[config.mk]
export PLATFORM = sky130hd
export DESIGN_NAME = pwr_shdn_seq
export DESIGN_NICKNAME = d
export VERILOG_FILES = /design/src/rtl/pwr_shdn_pkg.sv /design/src/rtl/shdn_timebase.sv /design/src/rtl/shdn_trig.sv /design/src/rtl/shdn_memguard.sv /design/src/rtl/pwr_shdn_seq.sv
export SDC_FILE = /design/constraint.sdc
export NUM_CORES = 1
export LEC_CHECK = 0
export ABC_AREA = 0
export BUFFER_PORTS_ARGS = -buffer_cell sky130_fd_sc_hd__clkbuf_2
export CORE_MARGIN = 1.5
export CORE_UTILIZATION = 35
export DETAILED_ROUTE_END_ITERATION = 16
export GPL_ROUTABILITY_DRIVEN = 0
export HOLD_SLACK_MARGIN = 0.12
export PLACE_DENSITY = 0.65
export REMOVE_ABC_BUFFERS = 1
export SYNTH_ARGS = -nofsm -noshare
export SYNTH_HDL_FRONTEND = slang
export SYNTH_SLANG_ARGS = --single-unit
[constraint.sdc]
create_clock -name clk -period 7.2 [get_ports clk]
set_clock_uncertainty 0.15 [all_clocks]
set_input_delay 0.36 -clock clk [delete_from_list [all_inputs] [get_ports clk]]
set_output_delay 0.36 -clock clk [all_outputs]
set_load 0.05 [all_outputs]
[src/rtl/pwr_shdn_pkg.sv]
package pwr_shdn_pkg;

  typedef enum logic [2:0] {
    MODE_NORMAL = 3'd0,
    MODE_SLEEP  = 3'd1,
    MODE_SEQ    = 3'd2,
    MODE_SHDN   = 3'd3,
    MODE_BOOT   = 3'd4
  } mode_e;

  typedef enum logic [1:0] {
    ST_ACTIVE = 2'd0,
    ST_SEQ    = 2'd1,
    ST_SHDN   = 2'd2,
    ST_BOOT   = 2'd3
  } state_e;

  function automatic logic [2:0] mode_code(state_e s, logic slp);
    case (s)
      ST_ACTIVE: mode_code = slp ? MODE_SLEEP : MODE_NORMAL;
      ST_SEQ:    mode_code = MODE_SEQ;
      ST_SHDN:   mode_code = MODE_SHDN;
      default:   mode_code = MODE_BOOT;
    endcase
  endfunction

endpackage

[src/rtl/shdn_timebase.sv]
// Divides the 1 ms tick into a strobe every PERIOD ticks; restartable.
module shdn_timebase #(
  parameter int PERIOD = 1000
) (
  input  logic clk,
  input  logic rst,
  input  logic clr,
  input  logic tick,
  output logic stb
);
  localparam int CW = (PERIOD > 1) ? $clog2(PERIOD) : 1;
  localparam logic [CW-1:0] LAST = CW'(PERIOD - 1);

  logic [CW-1:0] cnt;

  always_ff @(posedge clk) begin
    if (rst || clr) begin
      cnt <= '0;
    end else if (tick) begin
      cnt <= (cnt == LAST) ? '0 : cnt + 1'b1;
    end
  end

  assign stb = tick && !clr && (cnt == LAST);
endmodule

[src/rtl/shdn_trig.sv]
// Qualifies the shutdown sources and merges them into one start request.
module shdn_trig #(
  parameter int NCELL      = 10,
  parameter int HOLD_TICKS = 1000,
  parameter int DLY_W      = 16
) (
  input  logic             clk,
  input  logic             rst,
  input  logic             tick,
  input  logic             host_req,
  input  logic             pin,
  input  logic             stack_uv,
  input  logic [NCELL-1:0] cell_uv,
  input  logic [NCELL-1:0] cell_is_ic,
  input  logic             int_ot,
  input  logic             hw_ot,
  input  logic             en_stack,
  input  logic             en_cell,
  input  logic             en_int_ot,
  input  logic             en_hw_ot,
  input  logic [DLY_W-1:0] ot_dly,
  output logic             start
);
  localparam int HW = $clog2(HOLD_TICKS + 1);
  localparam logic [HW-1:0] HOLD_LAST = HW'(HOLD_TICKS - 1);
  localparam logic [HW-1:0] HOLD_FULL = HW'(HOLD_TICKS);

  logic [HW-1:0]    pin_cnt;
  logic [DLY_W-1:0] ot_cnt;
  logic [NCELL-1:0] cell_q;
  logic             pin_fire;
  logic             ot_fire;

  // only inputs that measure real cells may trigger
  for (genvar i = 0; i < NCELL; i++) begin : g_cell
    assign cell_q[i] = cell_uv[i] & ~cell_is_ic[i];
  end

  always_ff @(posedge clk) begin
    if (rst || !pin) begin
      pin_cnt <= '0;
    end else if (tick && pin_cnt != HOLD_FULL) begin
      pin_cnt <= pin_cnt + 1'b1;
    end
  end

  always_ff @(posedge clk) begin
    if (rst || !int_ot || !en_int_ot) begin
      ot_cnt <= '0;
    end else if (tick && ot_cnt != '1) begin
      ot_cnt <= ot_cnt + 1'b1;
    end
  end

  assign pin_fire = tick && pin && (pin_cnt == HOLD_LAST);
  assign ot_fire  = tick && en_int_ot && int_ot && (ot_cnt >= ot_dly);

  assign start = host_req | pin_fire | ot_fire
               | (en_stack & stack_uv)
               | (en_cell & (|cell_q))
               | (en_hw_ot & hw_ot);
endmodule

[src/rtl/shdn_memguard.sv]
// Tracks whether the last watchdog reset is recent enough that a memory
// error must end in shutdown rather than another reset.
module shdn_memguard #(
  parameter int MS_PER_SEC = 1000,
  parameter int SEC_W      = 8
) (
  input  logic             clk,
  input  logic             rst,
  input  logic             tick,
  input  logic             wdog_evt,
  input  logic [SEC_W-1:0] win_sec,
  output logic             win_open
);
  logic             sec_stb;
  logic             armed;
  logic [SEC_W-1:0] secs;

  shdn_timebase #(.PERIOD(MS_PER_SEC)) u_sec (
    .clk (clk),
    .rst (rst),
    .clr (wdog_evt),
    .tick(tick),
    .stb (sec_stb)
  );

  always_ff @(posedge clk) begin
    if (rst) begin
      armed <= 1'b0;
      secs  <= '0;
    end else if (wdog_evt) begin
      armed <= 1'b1;
      secs  <= '0;
    end else if (sec_stb && secs != '1) begin
      secs <= secs + 1'b1;
    end
  end

  assign win_open = armed && (secs < win_sec);
endmodule

[src/rtl/pwr_shdn_seq.sv]
module pwr_shdn_seq
  import pwr_shdn_pkg::*;
#(
  parameter int NCELL       = 10,
  parameter int MS_PER_SEC  = 1000,
  parameter int SEC_PER_MIN = 60,
  parameter int DLY_W       = 16,
  parameter int SEC_W       = 8,
  parameter int MIN_W       = 8
) (
  input  logic             clk,
  input  logic             rst,
  input  logic             tick,
  input  logic             host_shdn_req,
  input  logic             rst_shut_pin,
  input  logic             stack_uv,
  input  logic [NCELL-1:0] cell_uv,
  input  logic [NCELL-1:0] cell_is_ic,
  input  logic             int_ot,
  input  logic             hw_ot,
  input  logic             ld_above_wake,
  input  logic             ts2_low,
  input  logic             mem_err,
  input  logic             wdog_rst_evt,
  input  logic             boot_done,
  input  logic             sleep_in,
  input  logic             en_stack_uv,
  input  logic             en_cell_uv,
  input  logic             en_int_ot,
  input  logic             en_hw_ot,
  input  logic             en_reenter,
  input  logic [DLY_W-1:0] cfg_ot_dly,
  input  logic [DLY_W-1:0] cfg_fet_dly,
  input  logic [DLY_W-1:0] cfg_sd_dly,
  input  logic [MIN_W-1:0] cfg_reenter_min,
  input  logic [SEC_W-1:0] cfg_mem_win_s,
  output logic             fet_off,
  output logic             pwr_down,
  output logic             wdog_req,
  output logic [2:0]       mode
);
  localparam int TICKS_PER_MIN = MS_PER_SEC * SEC_PER_MIN;

  state_e           state, state_n;
  logic             trig_start;
  logic             win_open;
  logic             min_stb;
  logic             wake_evt;
  logic             mem_hit;
  logic             mem_wd;
  logic             re_armed;
  logic             re_fire;
  logic [MIN_W-1:0] rmin;
  logic [DLY_W-1:0] seq_cnt;
  logic             sd_due;

  shdn_trig #(
    .NCELL     (NCELL),
    .HOLD_TICKS(MS_PER_SEC),
    .DLY_W     (DLY_W)
  ) u_trig (
    .clk       (clk),
    .rst       (rst),
    .tick      (tick),
    .host_req  (host_shdn_req),
    .pin       (rst_shut_pin),
    .stack_uv  (stack_uv),
    .cell_uv   (cell_uv),
    .cell_is_ic(cell_is_ic),
    .int_ot    (int_ot),
    .hw_ot     (hw_ot),
    .en_stack  (en_stack_uv),
    .en_cell   (en_cell_uv),
    .en_int_ot (en_int_ot),
    .en_hw_ot  (en_hw_ot),
    .ot_dly    (cfg_ot_dly),
    .start     (trig_start)
  );

  shdn_memguard #(
    .MS_PER_SEC(MS_PER_SEC),
    .SEC_W     (SEC_W)
  ) u_mem (
    .clk     (clk),
    .rst     (rst),
    .tick    (tick),
    .wdog_evt(wdog_rst_evt),
    .win_sec (cfg_mem_win_s),
    .win_open(win_open)
  );

  // minute strobe restarted at each wake
  shdn_timebase #(.PERIOD(TICKS_PER_MIN)) u_min (
    .clk (clk),
    .rst (rst),
    .clr (wake_evt),
    .tick(tick),
    .stb (min_stb)
  );

  assign wake_evt = (state == ST_SHDN) && (ts2_low || ld_above_wake);
  assign mem_hit  = mem_err && (state != ST_SHDN) && win_open;
  assign mem_wd   = mem_err && (state != ST_SHDN) && !win_open;
  assign re_fire  = re_armed && en_reenter && (rmin >= cfg_reenter_min);

  always_comb begin
    state_n = state;
    case (state)
      ST_ACTIVE: begin
        if (mem_hit)                  state_n = ST_SHDN;
        else if (trig_start || re_fire) state_n = ST_SEQ;
      end
      ST_SEQ: begin
        if (mem_hit)                         state_n = ST_SHDN;
        else if (sd_due && !ld_above_wake)   state_n = ST_SHDN;
      end
      ST_SHDN: begin
        if (wake_evt) state_n = ST_BOOT;
      end
      default: begin
        if (mem_hit)        state_n = ST_SHDN;
        else if (boot_done) state_n = ST_ACTIVE;
      end
    endcase
  end

  always_ff @(posedge clk) begin
    if (rst) begin
      state    <= ST_ACTIVE;
      mode     <= MODE_NORMAL;
      pwr_down <= 1'b0;
      wdog_req <= 1'b0;
      fet_off  <= 1'b0;
    end else begin
      state    <= state_n;
      mode     <= mode_code(state_n, sleep_in);
      pwr_down <= (state_n == ST_SHDN);
      wdog_req <= mem_wd;
      if (state_n == ST_ACTIVE)
        fet_off <= 1'b0;
      else if (state_n != ST_SEQ)
        fet_off <= 1'b1;
      else if (state == ST_SEQ && tick && seq_cnt >= cfg_fet_dly)
        fet_off <= 1'b1;
    end
  end

  // elapsed ticks since the sequence began
  always_ff @(posedge clk) begin
    if (rst || state != ST_SEQ) begin
      seq_cnt <= '0;
      sd_due  <= 1'b0;
    end else if (tick) begin
      if (seq_cnt >= cfg_sd_dly) sd_due <= 1'b1;
      if (seq_cnt != '1) seq_cnt <= seq_cnt + 1'b1;
    end
  end

  // timed re-entry after a wake
  always_ff @(posedge clk) begin
    if (rst) begin
      re_armed <= 1'b0;
      rmin     <= '0;
    end else if (wake_evt) begin
      re_armed <= en_reenter;
      rmin     <= '0;
    end else if (re_fire && state == ST_ACTIVE) begin
      re_armed <= 1'b0;
    end else if (min_stb && rmin != '1) begin
      rmin <= rmin + 1'b1;
    end
  end
endmodule

==> results.json <==
{
  "hold_path_end": "re_armed",
  "die_w_um": 133,
  "rr_worst_depth": 15,
  "globalRouteMet1Util": 0.205,
  "cp.required_ps": 7340,
  "fmax_mhz": 307,
  "sw_frac_of_total": 0.239,
  "cts_tree": "yes",
  "antenna_found_initial": 0,
  "setup_viol": 0,
  "vdd_ir_drop_max_uv": 106,
  "maxSlewViolCount": 0,
  "design.core.area_um2": 16600,
  "final-instance-count-excl-fill": 1062,
  "ys.flop_type": "dfxtp_1",
  "r2r_end": "mode[0]",
  "final_antenna_net_count": 0,
  "clk_latency_ps": 350,
  "die_area_um2": 17800,
  "grt_setup_unrepaired": "false",
  "fin_crit_ps": 3260,
  "layout.cells.most_common": "clkbuf_2",
  "h-tree-depth": 3,
  "synthCells": 727,
  "grtUsageMet3": 0.0213,
  "hold_violations": 0,
  "cp.arrival_ps": 3390,
  "p_seq_frac": 0.458,
  "synth_edf_count": 0,
  "status": "completed",
  "critPathTopFamily": "compound AO/OA/AOI/OAI gates",
  "fin_setup_tns_ps": 0,
  "clock_sinks": 95,
  "placed_cell_area_um2": 6720,
  "grt_pass1_wl_um": 22600,
  "dp.final_hpwl_um": 10700,
  "power_frac_comb": 0.105,
  "drt-pass1-iter-count": 5,
  "crit_path_max_fanout": 3,
  "path_clk_slew_ps": 70,
  "fin_util": 0.426,
  "track_usage": 0.156,
  "wl_per_cell_um": 12.6,
  "stdcell_area_um2": 7060,
  "clkPwrFrac": 0.438,
  "viasPerCell": 4.94,
  "synth_top_area_cell": "dfxtp_1",
  "layout_common_cells": "clkbuf_2 (108), dfxtp_1 (95), nor2_1 (94)",
  "syn_to_final_growth_pct": 18.8,
  "setup_ws_ps": 3940,
  "grt_max_degree": 24,
  "nets": 1016,
  "die_height_um": 133,
  "maxCapViolCount": 0,
  "end_kind": "register",
  "cp-start-kind": "register",
  "yosysSeqAreaShare": 0.320,
  "drc": 0,
  "vias": 5247,
  "p_leak_nw": 3.23,
  "first_iter_violations": 186,
  "path_buf_inv": 1,
  "slowest_stage": "a311o_1",
  "pre_cts_slack_ps": 3880,
  "syn_area_um2": 5940,
  "grt_util_met2": 0.263,
  "reg2reg_from": "u_trig.ot_cnt[0]",
  "numCtsBuffers": 9,
  "criticalPathCategory": "register to register",
  "p_switching_mw": 0.282,
  "cts_max_path_buffers": 2,
  "synth.area.top_cells": "dfxtp_1 (32%), ha_1 (16%), nor2_1 (5.9%)",
  "finalCritPeriodShare": 0.453,
  "post-cts-setup-buffer-count": 0,
  "rows": 47,
  "worstMarginPinSlew_ps": 1070,
  "drive_above_1_share": 0.154,
  "busiest_layer": "met2",
  "p_per_area_nw_per_um2": 167,
  "slowest_delay_ps": 430,
  "io_buffer_count": 108,
  "dp.cells": 1045,
  "io-pin-count": 109,
  "hp-class": "primary input to register",
  "clockRootBuffer": "clkbuf_16",
  "async_flop_share": 0,
  "diodes": 0,
  "path_cells": "inv_1 -> ha_1 -> nand2b_1 -> a2111oi_0 -> o211ai_1 -> a311o_1 -> a41oi_1 -> or2_2 -> ha_1 -> nand2_1 -> nand3_1 -> o21ai_0 -> a21oi_1 -> o21ai_0 -> nor2_1",
  "grt.overflow.total": 0,
  "p_int_mw": 0.898,
  "hold_start": "en_reenter",
  "finalWirelength_um": 13400,
  "grt_pass1_vias": 4990,
  "post-synth-top-area-fraction": 0.320,
  "avgSynthCellArea_um2": 8.17,
  "yosys_warnings": 0,
  "relSlewSlack": 0.284,
  "reg2reg_setup_slack_ps": 3940,
  "synthDistinctLibCells": 55,
  "whs_path_depth": 3,
  "synth_seq_cells": 95,
  "initial_core_util": 0.358
}
per-stage QoR:
| step | hold slack (ps) | total power [mW] |
|---|---|---|
| floorplan | 279 | 0.621 |
| global placement | 295 | 0.675 |
| detailed placement | 304 | 0.677 |
| CTS | 122 | 1.20 |
| global route | 159 | 1.23 |
| finish | 132 | 1.18 |
registers in the layout (all words and copies together), names as in the netlist, 2 cells and up:
register,count
mode,3
rmin,8
seq_cnt,16
state,2
u_mem.secs,8
u_mem.u_sec.cnt,10
u_min.cnt,16
u_trig.ot_cnt,16
u_trig.pin_cnt,10
synth_stat cells (4+ instances only):
master,instances
nand2b_1,10
dfxtp_1,95
and4_1,7
nor2_1,94
a21oi_1,40
xor2_1,34
ha_1,75
o211ai_1,5
and3_1,17
mux2i_1,6
o21a_1,4
o21ai_0,21
o31ai_1,6
nor2b_1,8
inv_1,84
nor4_1,7
or3_1,11
xnor2_1,26
clkbuf_1,8
a21o_1,11
a211oi_1,8
nand3_1,27
or4_1,5
o2111ai_1,6
nor3_1,8
nand2_1,46
nand4_1,21
per-layer routing:
metal / wire length (um) / part of all wire
met1: 6510 / 0.49
met2: 6210 / 0.46
met3: 503 / 0.038
met4: 145 / 0.011
met5: 0 / 0
cells by family after synthesis:
| kind of cell | Yosys count | share of synthesized area |
|---|---|---|
| AND/OR/NAND/NOR | 275 | 0.233 |
| AO/OA/AOI/OAI | 120 | 0.129 |
| buffers and inverters | 96 | 0.0621 |
| flip-flops | 95 | 0.320 |
| adder cells (fa/ha/maj) | 75 | 0.158 |
| XOR/XNOR | 60 | 0.0884 |
| multiplexers | 6 | 0.0101 |
power groups by stage:
stage / Combinational (mW) / Sequential, mW / Clock, mW
2_1_floorplan: 0.0605 / 0.561 / 0
4_1_cts: 0.126 / 0.540 / 0.531
5_1_grt: 0.142 / 0.540 / 0.551
6_report: 0.124 / 0.540 / 0.516
3_3_place_gp: 0.123 / 0.552 / 0
3_5_place_dp: 0.125 / 0.552 / 0
worst max path at each step:
stage | start | end | slack (ps) | cells after the start
global placement | cfg_mem_win_s[2] | mode[0] | 3930 | 14
floorplan | cfg_mem_win_s[7] | mode[0] | 4340 | 13
detailed placement | cfg_mem_win_s[2] | mode[0] | 3880 | 14
CTS | u_mem.secs[2] | mode[0] | 3960 | 12
finish | u_trig.ot_cnt[0] | mode[0] | 3940 | 15
global route | u_trig.ot_cnt[0] | mode[0] | 3600 | 15
tightest hold or removal path: stages:
cell and delay, ps:
clkbuf_2 110, nand2_1 60, a21oi_1 50
layout make-up:
type	count	area [um^2]
Clock buffer	10	239
Clock inverter	5	82.6
Fill cell	1703	9530
Inverter	85	319
Multi-Input combinational cell	536	3670
Sequential cell	95	1900
Tap cell	220	275
Timing Repair Buffer	111	568
repair_timing:
action,CTS,global route
hold endpoints to repair,2,0
hold buffers,2,0
gates resized for setup,0,0
(Power assumes the default switching activity.)
